==> config.mk <==
export PLATFORM = sky130hd
export DESIGN_NAME = usb_irq_ctrl
export DESIGN_NICKNAME = d
export VERILOG_FILES = /design/src/rtl/usb_irq_pkg.sv /design/src/rtl/usb_ep_flags.sv /design/src/rtl/usb_glb_flags.sv /design/src/rtl/usb_irq_combine.sv /design/src/rtl/usb_irq_ctrl.sv
export SDC_FILE = /design/constraint.sdc
export NUM_CORES = 1
export LEC_CHECK = 0
export BUFFER_PORTS_ARGS = -buffer_cell sky130_fd_sc_hd__buf_4
export CORE_ASPECT_RATIO = 2
export CORE_MARGIN = 1
export CORE_UTILIZATION = 50
export DETAILED_ROUTE_END_ITERATION = 10
export PLACE_DENSITY = 0.73
export SETUP_SLACK_MARGIN = 0.3
export SYNTH_ARGS = -nofsm -noshare
export SYNTH_HDL_FRONTEND = slang
export SYNTH_HIERARCHICAL = 1
export SYNTH_SLANG_ARGS = --single-unit
==> constraint.sdc <==
create_clock -name clk_i -period 1.9 [get_ports clk_i]
set_input_delay 0.285 -clock clk_i [delete_from_list [all_inputs] [get_ports clk_i]]
set_output_delay 0.285 -clock clk_i [all_outputs]
set_load 0.05 [all_outputs]
==> src/rtl/usb_irq_pkg.sv <==
package usb_irq_pkg;
  localparam int FLAG_W = 5;
  localparam int ADDR_W = 5;
  localparam int DATA_W = 8;
  localparam int GLB_W  = 3;

  localparam logic [ADDR_W-1:0] A_GSTAT  = 5'h00;
  localparam logic [ADDR_W-1:0] A_GEN    = 5'h01;
  localparam logic [ADDR_W-1:0] A_EPEN   = 5'h02;
  localparam logic [ADDR_W-1:0] A_EPPEND = 5'h03;
  localparam logic [ADDR_W-1:0] A_PRIO   = 5'h04;
  localparam logic [ADDR_W-1:0] A_EPSTAT = 5'h08;
  localparam logic [ADDR_W-1:0] A_EPFEN  = 5'h10;

  typedef struct packed {
    logic stall;
    logic setup;
    logic rxo1;
    logic rxo0;
    logic txc;
  } ep_ev_t;
endpackage

==> src/rtl/usb_ep_flags.sv <==
module usb_ep_flags
  import usb_irq_pkg::*;
#(
  parameter bit PINGPONG = 1'b0,
  parameter bit ISO      = 1'b0
) (
  input  logic              clk_i,
  input  logic              rst_ni,
  input  ep_ev_t            ev_i,
  input  logic [FLAG_W-1:0] clr_i,
  output logic [FLAG_W-1:0] flags_o
);
  localparam logic [FLAG_W-1:0] PRESENT = {!ISO, 1'b1, PINGPONG, 1'b1, 1'b1};

  logic [FLAG_W-1:0] ev_vec;
  logic [FLAG_W-1:0] hw_clr;

  assign ev_vec = ev_i;
  // setup auto-clears the stall flag
  assign hw_clr = {ev_i.setup, {(FLAG_W-1){1'b0}}};

  for (genvar k = 0; k < FLAG_W; k++) begin : g_flag
    if (PRESENT[k]) begin : g_on
      logic q;
      always_ff @(posedge clk_i or negedge rst_ni) begin
        if (!rst_ni) q <= 1'b0;
        else         q <= ev_vec[k] | (q & ~clr_i[k] & ~hw_clr[k]);
      end
      assign flags_o[k] = q;
    end else begin : g_off
      assign flags_o[k] = 1'b0;
    end
  end

  AST_TXC_SET: assert property (@(posedge clk_i) disable iff (!rst_ni)
    ev_i.txc |=> flags_o[0]);

  AST_SETUP_SET: assert property (@(posedge clk_i) disable iff (!rst_ni)
    ev_i.setup |=> flags_o[3]);

  AST_SET_WINS: assert property (@(posedge clk_i) disable iff (!rst_ni)
    (ev_i.rxo0 && clr_i[1]) |=> flags_o[1]);

  if (!ISO) begin : g_stall_chk
    AST_STALL_AUTOCLR: assert property (@(posedge clk_i) disable iff (!rst_ni)
      (ev_i.setup && !ev_i.stall) |=> !flags_o[4]);
  end
endmodule

==> src/rtl/usb_glb_flags.sv <==
module usb_glb_flags
  import usb_irq_pkg::*;
(
  input  logic             clk_i,
  input  logic             rst_ni,
  input  logic             sof_i,
  input  logic             suspend_i,
  input  logic             resume_i,
  input  logic [GLB_W-1:0] clr_i,
  output logic [GLB_W-1:0] flags_o,
  output logic             susp_state_o
);
  logic             state_q;
  logic [GLB_W-1:0] flags_q;
  logic [GLB_W-1:0] set;

  // wake-up only counts when the bus was asleep
  assign set = {resume_i & state_q, suspend_i, sof_i};

  always_ff @(posedge clk_i or negedge rst_ni) begin
    if (!rst_ni) begin
      state_q <= 1'b0;
      flags_q <= '0;
    end else begin
      if (suspend_i)     state_q <= 1'b1;
      else if (resume_i) state_q <= 1'b0;
      flags_q <= set | (flags_q & ~clr_i);
    end
  end

  assign flags_o      = flags_q;
  assign susp_state_o = state_q;

  AST_SUSP_ENTER: assert property (@(posedge clk_i) disable iff (!rst_ni)
    suspend_i |=> susp_state_o);

  AST_WAKE_NEEDS_SUSP: assert property (@(posedge clk_i) disable iff (!rst_ni)
    (resume_i && !susp_state_o) |=> !$rose(flags_o[2]));

  AST_RESUME_IGNORED: assert property (@(posedge clk_i) disable iff (!rst_ni)
    (resume_i && !susp_state_o && !suspend_i) |=> !susp_state_o);
endmodule

==> src/rtl/usb_irq_combine.sv <==
module usb_irq_combine
  import usb_irq_pkg::*;
#(
  parameter int N_EP = 4
) (
  input  logic [N_EP-1:0][FLAG_W-1:0] ep_flags_i,
  input  logic [N_EP-1:0][FLAG_W-1:0] ep_flag_en_i,
  input  logic [N_EP-1:0]             ep_en_i,
  input  logic                        ep_glb_en_i,
  input  logic [GLB_W-1:0]            glb_flags_i,
  input  logic [GLB_W-1:0]            glb_en_i,
  output logic [N_EP-1:0]             ep_pend_o,
  output logic                        irq_o
);
  for (genvar i = 0; i < N_EP; i++) begin : g_ep
    assign ep_pend_o[i] = ep_en_i[i] & |(ep_flags_i[i] & ep_flag_en_i[i]);
  end

  assign irq_o = (ep_glb_en_i & |ep_pend_o) | |(glb_flags_i & glb_en_i);
endmodule

==> src/rtl/usb_irq_ctrl.sv <==
module usb_irq_ctrl
  import usb_irq_pkg::*;
#(
  parameter int              N_EP        = 4,
  parameter logic [N_EP-1:0] EP_PINGPONG = 4'b1010,
  parameter logic [N_EP-1:0] EP_ISO      = 4'b0100
) (
  input  logic              clk_i,
  input  logic              rst_ni,
  input  logic [N_EP-1:0]   in_ack_i,
  input  logic [N_EP-1:0]   out_b0_i,
  input  logic [N_EP-1:0]   out_b1_i,
  input  logic [N_EP-1:0]   setup_i,
  input  logic [N_EP-1:0]   stall_sent_i,
  input  logic              sof_i,
  input  logic              suspend_i,
  input  logic              resume_i,
  input  logic              reg_we_i,
  input  logic [ADDR_W-1:0] reg_addr_i,
  input  logic [DATA_W-1:0] reg_wdata_i,
  output logic [DATA_W-1:0] reg_rdata_o,
  output logic              irq_o,
  output logic [1:0]        prio_o
);
  localparam int PAD_EP = DATA_W - FLAG_W;
  localparam int PAD_N  = DATA_W - N_EP;

  logic [N_EP-1:0][FLAG_W-1:0] ep_flags, ep_clr, ep_fen_q;
  logic [N_EP-1:0]             ep_en_q, ep_pend;
  logic [GLB_W:0]              gen_q;
  logic [GLB_W-1:0]            g_flags, g_clr;
  logic                        susp_state;
  logic [1:0]                  prio_q;

  for (genvar i = 0; i < N_EP; i++) begin : g_ep
    ep_ev_t ev;
    assign ev.txc   = in_ack_i[i];
    assign ev.rxo0  = out_b0_i[i];
    assign ev.rxo1  = out_b1_i[i];
    assign ev.setup = setup_i[i];
    assign ev.stall = stall_sent_i[i];

    usb_ep_flags #(.PINGPONG(EP_PINGPONG[i]), .ISO(EP_ISO[i])) u_flags (
      .clk_i   (clk_i),
      .rst_ni  (rst_ni),
      .ev_i    (ev),
      .clr_i   (ep_clr[i]),
      .flags_o (ep_flags[i])
    );
  end

  usb_glb_flags u_glb (
    .clk_i        (clk_i),
    .rst_ni       (rst_ni),
    .sof_i        (sof_i),
    .suspend_i    (suspend_i),
    .resume_i     (resume_i),
    .clr_i        (g_clr),
    .flags_o      (g_flags),
    .susp_state_o (susp_state)
  );

  usb_irq_combine #(.N_EP(N_EP)) u_comb (
    .ep_flags_i   (ep_flags),
    .ep_flag_en_i (ep_fen_q),
    .ep_en_i      (ep_en_q),
    .ep_glb_en_i  (gen_q[GLB_W]),
    .glb_flags_i  (g_flags),
    .glb_en_i     (gen_q[GLB_W-1:0]),
    .ep_pend_o    (ep_pend),
    .irq_o        (irq_o)
  );

  // write-0-to-clear decode
  always_comb begin
    g_clr = '0;
    if (reg_we_i && reg_addr_i == A_GSTAT) g_clr = ~reg_wdata_i[GLB_W-1:0];
    for (int i = 0; i < N_EP; i++) begin
      ep_clr[i] = '0;
      if (reg_we_i && reg_addr_i == A_EPSTAT + ADDR_W'(i))
        ep_clr[i] = ~reg_wdata_i[FLAG_W-1:0];
    end
  end

  always_ff @(posedge clk_i or negedge rst_ni) begin
    if (!rst_ni) begin
      gen_q    <= '0;
      ep_en_q  <= '0;
      ep_fen_q <= '0;
      prio_q   <= '0;
    end else if (reg_we_i) begin
      if (reg_addr_i == A_GEN)  gen_q   <= reg_wdata_i[GLB_W:0];
      if (reg_addr_i == A_EPEN) ep_en_q <= reg_wdata_i[N_EP-1:0];
      if (reg_addr_i == A_PRIO) prio_q  <= reg_wdata_i[1:0];
      for (int i = 0; i < N_EP; i++)
        if (reg_addr_i == A_EPFEN + ADDR_W'(i)) ep_fen_q[i] <= reg_wdata_i[FLAG_W-1:0];
    end
  end

  always_comb begin
    reg_rdata_o = '0;
    case (reg_addr_i)
      A_GSTAT:  reg_rdata_o = {{(DATA_W-GLB_W-1){1'b0}}, susp_state, g_flags};
      A_GEN:    reg_rdata_o = {{(DATA_W-GLB_W-1){1'b0}}, gen_q};
      A_EPEN:   reg_rdata_o = {{PAD_N{1'b0}}, ep_en_q};
      A_EPPEND: reg_rdata_o = {{PAD_N{1'b0}}, ep_pend};
      A_PRIO:   reg_rdata_o = {6'b0, prio_q};
      default:  reg_rdata_o = '0;
    endcase
    for (int i = 0; i < N_EP; i++) begin
      if (reg_addr_i == A_EPSTAT + ADDR_W'(i)) reg_rdata_o = {{PAD_EP{1'b0}}, ep_flags[i]};
      if (reg_addr_i == A_EPFEN + ADDR_W'(i))  reg_rdata_o = {{PAD_EP{1'b0}}, ep_fen_q[i]};
    end
  end

  assign prio_o = prio_q;

  AST_PRIO_WRITE: assert property (@(posedge clk_i) disable iff (!rst_ni)
    (reg_we_i && reg_addr_i == A_PRIO) |=> prio_o == $past(reg_wdata_i[1:0]));

  AST_IRQ_GATED: assert property (@(posedge clk_i) disable iff (!rst_ni)
    (gen_q == '0) |-> !irq_o);
endmodule

# Word-level counts from Yosys, hierarchy flattened
# Index checks and enable logic that the tools add are counted.
[word_totals]
register_bits = 51
out_inout_bits = 11
word_cells = 148
[classes]
n_eq_ne = 12
muxes = 16
n_bitwise = 74
n_reduce_logical = 20
[op_table]
columns = ["cell", "n"]
rows = [
  ["two-way mux 8 bit", 8],
  ["AND 1 bit", 26],
  ["== test 5 x 4 -> 1 bit (second input constant)", 4],
  ["== test 5 bit (second input constant)", 4],
  ["NOT 1 bit", 20],
  ["one-hot mux 4 bit (5 select lines)", 1],
  ["OR reduction 5 bit", 4],
  ["bitwise OR 1 bit", 18],
  ["AND 5 bit", 3],
  ["two-way mux 5 bit", 3],
  ["AND reduction 2 bit", 7],
  ["== test 5 x 2 -> 1 bit (second input constant)", 2],
  ["AND 3 bit", 2],
  ["NOT 3 bit", 2],
  ["AND 4 x 5 -> 5 bit", 1],
  ["== test 5 x 1 -> 1 bit (second input constant)", 1],
  ["== test 5 x 3 -> 1 bit (second input constant)", 1],
  ["logical AND 1 bit", 5],
  ["logical NOT 5 bit", 1],
  ["NOT 5 bit", 1],
  ["two-way mux 4 bit", 1],
  ["OR reduction 4 bit", 1],
  ["two-way mux 3 bit", 1],
  ["bitwise OR 3 bit", 1],
  ["3 further kinds", 4],
]

# Depth between registers and ports, before layout
[logic_depth]
depth_word = 12
ltp_mapped = 7
ltp_nobuf = 6

# Modules after synthesis
# The synthesis kept the hierarchy.
[modules_own_cells]
columns = ["module", "instances", "cells_each", "area_per_inst_um2", "seq_area_each_um2"]
rows = [
  ["usb_irq_ctrl", 1, 236, 2254.7, 750.7],
  ["usb_ep_flags (g_ep[1].u_flags ...)", 2, 20, 221.5, 125.1],
  ["usb_ep_flags (g_ep[0].u_flags)", 1, 18, 188.9, 100.1],
  ["usb_ep_flags (g_ep[2].u_flags)", 1, 15, 150.1, 75.1],
  ["usb_glb_flags", 1, 13, 146.4, 100.1],
  ["usb_irq_combine", 1, 15, 122.6, 0.0],
]

# Worst setup path before layout
# OpenSTA, ideal clock, no wires.
[synth_path]
kind = "input -> output"
startpoint = "in reg_addr_i[1]"
endpoint = "out reg_rdata_o[3]"
t_arrival_ps = 2085
required_ps = 1615
setup_slack_ps = -470
path_stages = 5
path_cell_list = "buf_2 or3_4 a21o_1 a22o_1 a31oi_1"
[synth_between]
elab_chain_cells = 10
elab_cells_between_ends = 22
cone_classes = "eq/ne (12); mux (9); reduce/logical (1)"
[synth_rtl]
columns = ["element", "line", "rtl"]
rows = [
  ["start: declaration", "usb_irq_ctrl.sv:19", "input logic [ADDR_W-1:0] reg_addr_i,"],
  ["== test 5 x 3 -> 1 bit, or another cell as far along", "usb_irq_ctrl.sv:102", "case (reg_addr_i)"],
  ["one-hot mux 4 bit (5 select lines)", "usb_irq_ctrl.sv:102", ""],
  ["two-way mux 8 bit", "usb_irq_ctrl.sv:111", "if (reg_addr_i == A_EPSTAT + ADDR_W'(i)) reg_rdata_o = {{PAD_EP{1'b0}}, ep_flags[i]};"],
  ["two-way mux 8 bit", "usb_irq_ctrl.sv:112", "if (reg_addr_i == A_EPFEN + ADDR_W'(i)) reg_rdata_o = {{PAD_EP{1'b0}}, ep_fen_q[i]};"],
  ["two-way mux 8 bit", "usb_irq_ctrl.sv:111", ""],
  ["two-way mux 8 bit", "usb_irq_ctrl.sv:112", ""],
  ["two-way mux 8 bit", "usb_irq_ctrl.sv:111", ""],
  ["two-way mux 8 bit", "usb_irq_ctrl.sv:112", ""],
  ["two-way mux 8 bit", "usb_irq_ctrl.sv:111", ""],
  ["two-way mux 8 bit *", "usb_irq_ctrl.sv:112", ""],
  ["end: declaration", "usb_irq_ctrl.sv:21", "output logic [DATA_W-1:0] reg_rdata_o,"],
]
# Every way passes the cells marked *; elsewhere a longest branch is shown, timed or not.

# Worst setup path in the final report
[layout_path]
startpoint = "reg ep_fen_q[0] (netlist bit)"
endpoint = "out reg_rdata_o[0]"
[layout_between]
elab_chain_cells = 12
[layout_rtl]
columns = ["element", "line", "rtl"]
rows = [
  ["start: declaration", "usb_irq_ctrl.sv:28", "logic [N_EP-1:0][FLAG_W-1:0] ep_flags, ep_clr, ep_fen_q;"],
  ["start signal: indexed assignment", "usb_irq_ctrl.sv:96", "if (reg_addr_i == A_EPFEN + ADDR_W'(i)) ep_fen_q[i] <= reg_wdata_i[FLAG_W-1:0];"],
  ["AND 5 bit", "usb_irq_combine.sv:16", "assign ep_pend_o[i] = ep_en_i[i] & |(ep_flags_i[i] & ep_flag_en_i[i]);"],
  ["OR reduction 5 bit", "usb_irq_combine.sv:16", ""],
  ["AND 1 bit", "usb_irq_combine.sv:16", ""],
  ["named net ep_pend[0]", "usb_irq_ctrl.sv:29", "logic [N_EP-1:0] ep_en_q, ep_pend;"],
  ["one-hot mux 4 bit (5 select lines)", "usb_irq_ctrl.sv:102", ""],
  ["two-way mux 8 bit", "usb_irq_ctrl.sv:111", ""],
  ["two-way mux 8 bit", "usb_irq_ctrl.sv:112", ""],
  ["two-way mux 8 bit", "usb_irq_ctrl.sv:111", ""],
  ["two-way mux 8 bit", "usb_irq_ctrl.sv:112", ""],
  ["two-way mux 8 bit", "usb_irq_ctrl.sv:111", ""],
  ["two-way mux 8 bit", "usb_irq_ctrl.sv:112", ""],
  ["two-way mux 8 bit", "usb_irq_ctrl.sv:111", ""],
  ["two-way mux 8 bit", "usb_irq_ctrl.sv:112", ""],
]
# The timed path passes the listed nets, and every way through them passes these cells.

==> impl_metrics.env <==
export IMPL_outcome="finished with violations"
export IMPL_violations="setup timing"
export IMPL_critPathKind="reg2out"
export IMPL_intPower_mw=2.264
export IMPL_syn_area_per_cell_sq_um=9.864
export IMPL_grt_start_max_net_pins=52
export IMPL_core_sq_um=6310
export IMPL_tightest_slew_ns=0.6612
export IMPL_wl_per_cell_um=19.24
export IMPL_grt_pass1_vias=3043
export IMPL_p_leak_nw=1.907
export IMPL_netlist_instances=334
export IMPL_syn_to_final_growth_pct=33.69
export IMPL_cellPowerDensity_nw_per_um2=738.1
export IMPL_p_seq_frac=0.406
export IMPL_p_sw_frac=0.3034
export IMPL_p_comb_frac=0.311
export IMPL_num_io_pins=50
export IMPL_dpl_hpwl_mm=7.438
export IMPL_fillers=493
export IMPL_clk_path_buf_depth=2
export IMPL_multi_input_area_sq_um=1812
export IMPL_dr_pass1_iters=5
export IMPL_regArea_sq_um=1276
export IMPL_die_w_um=59.40
export IMPL_clkPwrFrac=0.283
export IMPL_initial_core_util=0.5221
export IMPL_htreeDepth=2
export IMPL_rsz0062_at_grt="yes"
export IMPL_fin_skew_ns=0.0002247
export IMPL_hold_class="in2async"
export IMPL_hold_buffers=0
export IMPL_grt_overflow=0
export IMPL_crit_path_start_kind="flip-flop"
export IMPL_p_total_mw=3.251
export IMPL_cts_tree="done"
export IMPL_die_area_sq_um=6937
export IMPL_arrival_ns=2.39
export IMPL_worstSkewPairLatency_ns=0.29
export IMPL_maxCapViolations=0
export IMPL_antenna_found_initial=0
export IMPL_finalInstanceArea_sq_um=4404
export IMPL_drt_iter0_drc=175
export IMPL_finalSetupViolations=5
export IMPL_power_switching_mw=0.9865
export IMPL_drt_total_wl_mm=9.775
export IMPL_max_slew_margin=0.5592
export IMPL_final_antenna_net_count=0
export IMPL_root_buffer="clkbuf_16"
export IMPL_whs_ns=0.01621
export IMPL_cts_sinks=51
export IMPL_dieHeight_um=116.8
export IMPL_grt_util_all_layers=0.3066
export IMPL_drive_above_1_share=0.4147
export IMPL_fin_nets=460
export IMPL_drc_errors=0
export IMPL_place_gp_congestion=0.9309
export IMPL_viasPerCell=5.801
export IMPL_insertedDiodeCount=0
export IMPL_slew_violations=0
export IMPL_grt_pass1_wl_mm=15.24
export IMPL_io_buffers=40
export IMPL_rows=41
export IMPL_timing_final_ws_setup_ns=-0.7732
export IMPL_ys_warn_count=6
export IMPL_critPathMaxFanout=2
export IMPL_min_period_over_period=1.407
export IMPL_syn_cell_area_sq_um=3294
export IMPL_end_kind="output port"
export IMPL_min_period_ns=2.673
export IMPL_crit_required_ns=1.62
export IMPL_tns_ns=-2.903
export IMPL_clkTransAtPathRegs_ns=0.07
export IMPL_hold_violations=0
export IMPL_route_vias_total=2947
export IMPL_ir_drop_mv=0.9051
export IMPL_place_area_sq_um=4070
export IMPL_numCtsBuffers=5
export IMPL_fmax_ghz=0.3741
## power groups by stage
stage	Sequential, mW	Combinational (mW)	Clock (mW)
after global placement	1.33	0.883	0
after detailed placement	1.34	0.901	0
after global routing	1.33	1.07	0.978
after floorplan	1.34	0.484	0
final	1.32	1.01	0.920
after CTS	1.32	0.994	0.940
## layout by cell type (no fill, tap or decap), types with 4 or more instances in the layout
cell and count:
buf_4 109, dfrtp_1 51, nor2_1 26, inv_1 21, a21o_1 19, mux2_1 18, nand3b_1 11, nand2b_1 11
nand2_1 10, buf_6 9, nand3_1 7, a22oi_1 6, mux2_4 6, mux2_2 6, conb_1 6, clkbuf_16 5
a222oi_1 5, a21oi_1 4, o21a_1 4, mux2i_1 4, a32oi_1 4, o211ai_1 4, a21boi_1 4
## repair_timing
action / CTS / global route
setup endpoints to repair: 10 / 12
pin swaps: 13 / 5
buffers inserted: 5 / 3
gates resized for setup: 25 / 3
## per-layer routing
| layer | wire length (um) | share of wire | track usage | vias to the layer above |
|---|---|---|---|---|
| met2 | 5332 | 0.55 | 0.5386 | 113 |
| met1 | 3289 | 0.34 | 0.3151 | 1442 |
| met3 | 418 | 0.043 | 0.04286 | 52 |
| met4 | 733 | 0.075 | 0.2381 | 0 |
| met5 | 0 | 0 | 0 | - |
| li1 | - | - | - | 1340 |
## critical path: stages (launching register included)
cell,delay [ns]
dfrtp_1,0.37
a222oi_1,0.53
a21boi_1,0.18
mux2_4,0.28
a22o_1,0.21
a221oi_2,0.21
o211ai_1,0.11
buf_4,0.20
## area by class of cell
class,count,share of cell area
Tap cell,86,0.02443
Sequential cell,51,0.2898
Multi-Input combinational cell,221,0.4114
Clock buffer,6,0.03153
Timing Repair Buffer,121,0.2213
Inverter,21,0.01790
Clock inverter,2,0.003693
## flip-flops by register name, indices dropped and copies added (netlist names)
register,count
ep_en_q,4
ep_fen_q,20
g_ep.u_flags/g_flag.g_on.q,17
gen_q,4
prio_o,2
u_glb/flags_o,3
u_glb/susp_state_o,1
## metrics by stage
| stage | util | setup WS [ns] | std cells |
|---|---|---|---|
| 2_1_floorplan | - | -0.3105 | 337 |
| 3_3_place_gp | 0.6451 | -0.3281 | 492 |
| 3_5_place_dp | 0.6451 | -0.4217 | 492 |
| 4_1_cts | 0.6936 | -0.7383 | 505 |
| 5_1_grt | 0.6980 | -0.8200 | 508 |
| 6_report | 0.6980 | -0.7732 | 508 |
## path summary, 6_finish.rpt
check                             start                          endpoint  slack (ns)  cells past startpoint
min                              rst_ni                      ep_fen_q[12]        0.02                      1
min reg2reg                  ep_en_q[0]                        ep_en_q[0]        0.53                      1
max                         ep_fen_q[0]                    reg_rdata_o[0]       -0.77                      7
max in group asynchronous        rst_ni                         prio_o[1]        1.44                      1
min in group clk_i          out_b0_i[0]  g_ep[0].u_flags/g_flag[1].g_on.q        0.16                      2
max reg2reg                ep_fen_q[10]                      ep_fen_q[10]        0.86                      3
Note: power is estimated with default switching activity, not from simulation.
